<file path="src/rtl/heap_bank_alloc.sv">
module heap_bank_alloc #(
  parameter int NUM_BANKS = 128,
  parameter int BANK_BYTES = 64,
  parameter logic [31:0] BASE_ADDR = 32'h0000_B700,
  parameter logic [11:0] ALLOC_PORT = 12'h830,
  parameter logic [11:0] FREE_PORT = 12'h834
) (
  input  logic        clk,
  input  logic        rst_n,
  input  logic        req_valid,
  input  logic [11:0] req_addr,
  input  logic [31:0] req_data,
  output logic        busy,
  output logic        done,
  output logic        error,
  output logic [31:0] result
);
  localparam int BANK_W = $clog2(NUM_BANKS);
  localparam int LEN_W = BANK_W + 1;
  localparam int OFF_W = $clog2(BANK_BYTES);
  localparam logic [31:0] TOTAL = 32'(NUM_BANKS * BANK_BYTES);

  logic [NUM_BANKS-1:0] owned;
  logic [NUM_BANKS-1:0] first;
  logic [LEN_W-1:0]     span [NUM_BANKS];

  logic [BANK_W-1:0] scan_idx, run_start;
  logic [LEN_W-1:0]  run_len, need;

  wire accept    = req_valid && !busy;
  wire is_alloc  = accept && req_addr == ALLOC_PORT;
  wire is_free   = accept && req_addr == FREE_PORT;
  wire size_bad  = req_data == 32'd0 || req_data > TOTAL;
  wire [31:0] size_up = (req_data + 32'(BANK_BYTES - 1)) >> OFF_W;

  wire [31:0]       f_off = req_data - BASE_ADDR;
  wire [BANK_W-1:0] f_idx = f_off[OFF_W +: BANK_W];
  wire f_ok = req_data >= BASE_ADDR && f_off < TOTAL &&
              f_off[OFF_W-1:0] == '0 && first[f_idx];

  wire              cur_free  = !owned[scan_idx];
  wire [BANK_W-1:0] hit_start = (run_len == '0) ? scan_idx : run_start;
  wire              hit       = busy && cur_free && (run_len + 1'b1 == need);
  wire              last_bank = scan_idx == BANK_W'(NUM_BANKS - 1);

  always_ff @(posedge clk) begin
    if (!rst_n) begin
      owned     <= '0;
      first     <= '0;
      busy      <= 1'b0;
      done      <= 1'b0;
      error     <= 1'b0;
      result    <= '0;
      scan_idx  <= '0;
      run_start <= '0;
      run_len   <= '0;
      need      <= '0;
      for (int k = 0; k < NUM_BANKS; k++) span[k] <= '0;
    end else begin
      done <= 1'b0;
      if (is_alloc) begin
        if (size_bad) begin
          done   <= 1'b1;
          error  <= 1'b1;
          result <= '0;
        end else begin
          busy      <= 1'b1;
          need      <= size_up[LEN_W-1:0];
          scan_idx  <= '0;
          run_start <= '0;
          run_len   <= '0;
        end
      end else if (is_free) begin
        done   <= 1'b1;
        error  <= !f_ok;
        result <= '0;
        if (f_ok) begin
          first[f_idx] <= 1'b0;
          for (int k = 0; k < NUM_BANKS; k++)
            if (k >= int'(f_idx) && k < int'(f_idx) + int'(span[f_idx]))
              owned[k] <= 1'b0;
        end
      end else if (busy) begin
        if (hit) begin
          busy             <= 1'b0;
          done             <= 1'b1;
          error            <= 1'b0;
          result           <= BASE_ADDR + (32'(hit_start) << OFF_W);
          first[hit_start] <= 1'b1;
          span[hit_start]  <= need;
          for (int k = 0; k < NUM_BANKS; k++)
            if (k >= int'(hit_start) && k < int'(hit_start) + int'(need))
              owned[k] <= 1'b1;
        end else if (last_bank) begin
          busy   <= 1'b0;
          done   <= 1'b1;
          error  <= 1'b1;
          result <= '0;
        end else begin
          scan_idx <= scan_idx + 1'b1;
          if (cur_free) begin
            run_len <= run_len + 1'b1;
            if (run_len == '0) run_start <= scan_idx;
          end else begin
            run_len <= '0;
          end
        end
      end
    end
  end
endmodule


</file>
<file path="config.mk">
export PLATFORM = sky130hd
export DESIGN_NAME = heap_bank_alloc
export DESIGN_NICKNAME = d
export VERILOG_FILES = /design/src/rtl/heap_bank_alloc.sv
export SDC_FILE = /design/constraint.sdc
export NUM_CORES = 2
export LEC_CHECK = 0
export BUFFER_PORTS_ARGS = -buffer_cell sky130_fd_sc_hd__clkbuf_2
export CAP_MARGIN = 20
export CORE_ASPECT_RATIO = 1.5
export CORE_MARGIN = 5
export CORE_UTILIZATION = 31
export DETAILED_ROUTE_END_ITERATION = 7
export PLACE_DENSITY = 0.46
export SLEW_MARGIN = 20
export SYNTH_ARGS = -nofsm -noshare
export SYNTH_HDL_FRONTEND = slang
export SYNTH_SLANG_ARGS = --single-unit
</file>
<file path="constraint.sdc">
create_clock -name clk -period 7.5 [get_ports clk]
set_input_delay 1.125 -clock clk [delete_from_list [all_inputs] [get_ports clk]]
set_output_delay 1.125 -clock clk [all_outputs]
set_load 0.01 [all_outputs]
</file>
==> impl_summary.md <==
Run status
The run finished with clean final reports.

Global route
The largest net degree at the start of global routing is between 100 and 150. The global-route wire length before repair is 542.8 mm. The number of global-route vias before repair came to 58910. The initial antenna violation count is 45. The total grt overflow is 0. Global routing consumed, over all layers together, between 30% and 40% of the routing resources.

Clocking
Buffers added to address setup during post-CTS repair amount to 0. Counting along the longest clock path gives a buffer depth of 4. The number of sinks handled by clock tree synthesis is 1323.

After clock tree synthesis, the clock-pin slew on the worst setup and hold paths is 0.06 ns. The tree is rooted in a sky130_fd_sc_hd__clkbuf_16. The number of gates given a new drive strength after cts is 0. The cts-stage hold buffer count is 0. The clock latency of the later-clocked register in the worst-skew pair is 0.84 ns. The H-tree depth reported by CTS is 4. The number of buffers added by the clock tree synthesis step is 150.

TritonCTS built the clock tree.

Routing
Using the TritonRoute via totals, the vias-per-cell ratio works out to ~6.3. The total detailed-routing wirelength is 409.1 mm. For this block, the via count after detailed routing is 60550.

In this run the remaining antenna-violating nets after routing total 0. For this run, design rule violations remaining after detail routing come to 0. The DRC violation total after the first TritonRoute iteration is 7624. The final routed wire length divided by cell count is 42.50 µm. The first detailed-routing pass ran for 8 iterations.

Pwr
The power density normalized to cell area is roughly 240 nW/µm². The clock power share is 39.2%. Combinational logic is responsible for 17.5% of the overall power. The total internal power is around 13 mW. The portion of total power attributed to sequential cells is 43.3%. The switching power summed over all nets is 5.833 mW. The net switching share of the total power is 30.68%. The worst vdd rail ir drop is roughly 180 µV. Summing internal, switching and leakage power gives between 15 and 20 mW. The standby leakage power is 26.15 nW.

Cells and area
The area growth from synthesis to layout is 18.63%. The share of cells above drive strength 1 is 17.35%. The library cells used most frequently in the layout, excluding fill and tap cells, are sky130_fd_sc_hd__edfxtp_1 (1024), sky130_fd_sc_hd__nor2_1 (853), sky130_fd_sc_hd__buf_4 (633). The layout net count is 6757. The commonest non-fill, non-tap cell in the layout is sky130_fd_sc_hd__edfxtp_1. The final standard cell utilization of the core is 36.94%. The number of inserted filler cells in the final layout is 21270.

STA
The slack of the critical path is about 0.67 ns. The sum of negative setup slack is 0 ns. The final count of negative-setup-slack endpoints is 0. For the pin with the worst max-slew slack, the measured transition is 1.245 ns.

The number of hold violations in the final report is 0. Setup repair after global routing left no endpoint under its margin. The maximum clock frequency is ~150 MHz. The final period utilization is 91.05%. The worst clock skew on the final layout is 0.05335 ns. The number of slew-limit violations in the final report is 0.

The post-layout minimum cycle time is a little under 7 ns. The tightest slew margin relative to the limit is between 10% and 20%.

Synth
The count of flip-flops with a built-in enable after synthesis is 1024. Synthesis produced 6361 cells. The most instantiated flip-flop cell in the synthesis netlist is sky130_fd_sc_hd__edfxtp_1. The synthesized netlist contains between 90 and 100 unique library cells. During synthesis, Yosys emitted a total of 0 warnings. A synthesized cell averages 10.39 µm². The async set-or-reset flop fraction in the synthesized netlist is 0%. The share of the yosys chip area belonging to registers is 55.61%.

Summing every instance area after synthesis gives 66060 µm². The register bit count reported by yosys is 1323.

Setup path
The worst setup path is captured at a register. The critical path launch point type is an input pin. STA puts the critical path data required time at slightly above 8 ns. The critical path goes through buf_8 -> buf_12 -> and2_1 -> a22o_1 -> o21ai_0 -> a31oi_1 -> or4_1 -> a221oi_1 -> buf_4 -> nand3_1 -> ha_1 -> fa_1 -> nand3_1 -> nand2_1 -> a31oi_1 -> xnor2_1 -> nor2_1 -> or4b_4 -> buf_4 -> o21ai_0 -> o211a_1.

The highest net fanout along the worst path is 24. The delay of the slowest cell on the worst path is 0.64 ns. The data arrival at the endpoint of the critical path is 7.60 ns. The classification of the worst setup path is in2reg. On the critical path, the stage with the largest delay is an instance of sky130_fd_sc_hd__o21ai_0.

Min path
The min-delay analysis places its worst path in the category reg2reg.

Die
For this configuration, the core starts out at a cell density of 31.14%. The die outline width is 386.9 µm. The initialized floorplan defines between 200 and 250 standard-cell rows. The total area inside the core boundary comes to roughly 210000 µm². For this design the top-level I/O count stands at 82. The die is 575.4 µm tall. The die footprint is between 200000 and 250000 µm².

Placed design
The worst setup timing slack at the placement stage is 0.03409 ns. The count of port buffers added during placement is 59. The estimated wirelength of the detail-placed design is 291.8 mm. The last weighted congestion value of the routability-driven placer is 1.073.

Run
Max-cap violations in this run came to 0.
[layer usage]
| layer | part of all wire, % | GRT usage (%) | vias to the layer above | routed length (µm) |
|---|---|---|---|---|
| li1 | - | - | 24530 | - |
| met1 | 34 | 38.02 | 30620 | 137700 |
| met2 | 46 | 57.26 | 3970 | 188800 |
| met3 | 8.2 | 8.700 | 1396 | 33720 |
| met4 | 12 | 33.95 | 26 | 48720 |
| met5 | 0.044 | 0 | - | 179 |
[synthesized netlist by cell type, drive strengths merged (12+ instances only)]
master   number  area [µm²]
a2111oi      41       359.1
a211oi       75       568.0
a21o         25       187.7
a21oi       301        1514
a221o        15       150.1
a221oi      116        1016
a22o         71       621.9
a22oi       230        1727
a311oi       27       236.5
a31oi       143       894.6
a32oi        12       105.1
a41oi        26       227.7
and2        437        2734
and3         91       569.3
buf         132       704.4
clkbuf      460        1729
dfxtp       299        5986
edfxtp     1024       30750
ha           29       362.9
inv          29       108.9
mux2         54       611.8
mux2i        99       991.0
mux4         55        1239
nand2       448        1682
nand2b       52       325.3
nand3        95       475.5
nand4        68       425.4
nor2        873        3282
nor2b        14       87.58
nor3        165       853.3
nor4         43       296.5
o211ai       29       217.7
o21a         13       97.59
o21ai       407        2037
o221ai       32       280.3
o22ai        73       456.7
o311ai       18       157.7
o31ai        29       222.7
or3          18       112.6
or4          12       90.09
xnor2        33       289.0
xor2         17       156.4
[final timing paths]
check                                              from                      to  slack, ns  cells past startpoint
worst min register to register   owned[53]$_SDFFE_PN0P_  owned[53]$_SDFFE_PN0P_       0.45                      2
worst max-delay path                        req_data[8]  owned[62]$_SDFFE_PN0P_       0.67                     21
worst max register to register  run_len[0]$_SDFFE_PN0P_  owned[30]$_SDFFE_PN0P_       0.70                     19
worst min-delay path             owned[53]$_SDFFE_PN0P_  owned[53]$_SDFFE_PN0P_       0.45                      2
[stage by stage]
step | instances | hold slack [ns] | instance area (µm²)
detailed placement | 9346 | 0.4432 | 73580
CTS | 9603 | 0.4515 | 78250
floorplan | 6382 | 0.4205 | 66140
global route | 9610 | 0.4647 | 78330
finish | 9625 | 0.4531 | 78370
global placement | 9345 | 0.4334 | 73570
[final cells by class]
type	count	area (µm²)	area share (%)
clock inverters	70	636.9	0.8127
inverters	35	135.1	0.1724
clock buffers	187	4031	5.144
well taps	2821	3530	4.504
diodes	20	50.05	0.06387
flip-flops and latches	1323	36760	46.91
multi-input cells	4432	27240	34.76
repair buffers	737	5976	7.625
[power by group through the flow]
stage	Sequential [mW]	Combinational [mW]	Clock, mW
floorplan	8.32	1.27	0
detailed placement	8.39	3.15	0
CTS	8.23	3.16	7.52
global placement	8.38	3.18	0
finish	8.23	3.32	7.46
global route	8.24	3.28	7.77
[worst max-delay path: cells and delay by family]
| family | cells | cell delay, ns |
|---|---|---|
| AO/OA/AOI/OAI | 7 | 2.84 |
| XOR/XNOR | 1 | 0.14 |
| adder cells (fa/ha/maj) | 2 | 0.67 |
| buffers and inverters | 4 | 0.85 |
| AND/OR/NAND/NOR | 7 | 1.95 |
[registers in the layout, indices dropped and copies added, names as in the netlist]
name	cells
scan_idx	7
error	1
done	1
run_len	8
owned	128
first	128
busy	1
span	1024
need	8
result	10
run_start	7
[logic make-up (layout without fill, tap and decap cells)]
family | after synthesis | in the layout | synth area share, %
AND/OR/NAND/NOR | 2360 | 2360 | 17.09
AO/OA/AOI/OAI | 1761 | 1761 | 17.83
flip-flops | 1323 | 1323 | 55.61
buffers and inverters | 627 | 1029 | 3.883
multiplexers | 208 | 208 | 4.301
XOR/XNOR | 50 | 50 | 0.6743
adder cells (fa/ha/maj) | 31 | 31 | 0.6099
other | 1 | 42 | 0.005677
No activity file was read; power rests on OpenSTA's default activity.
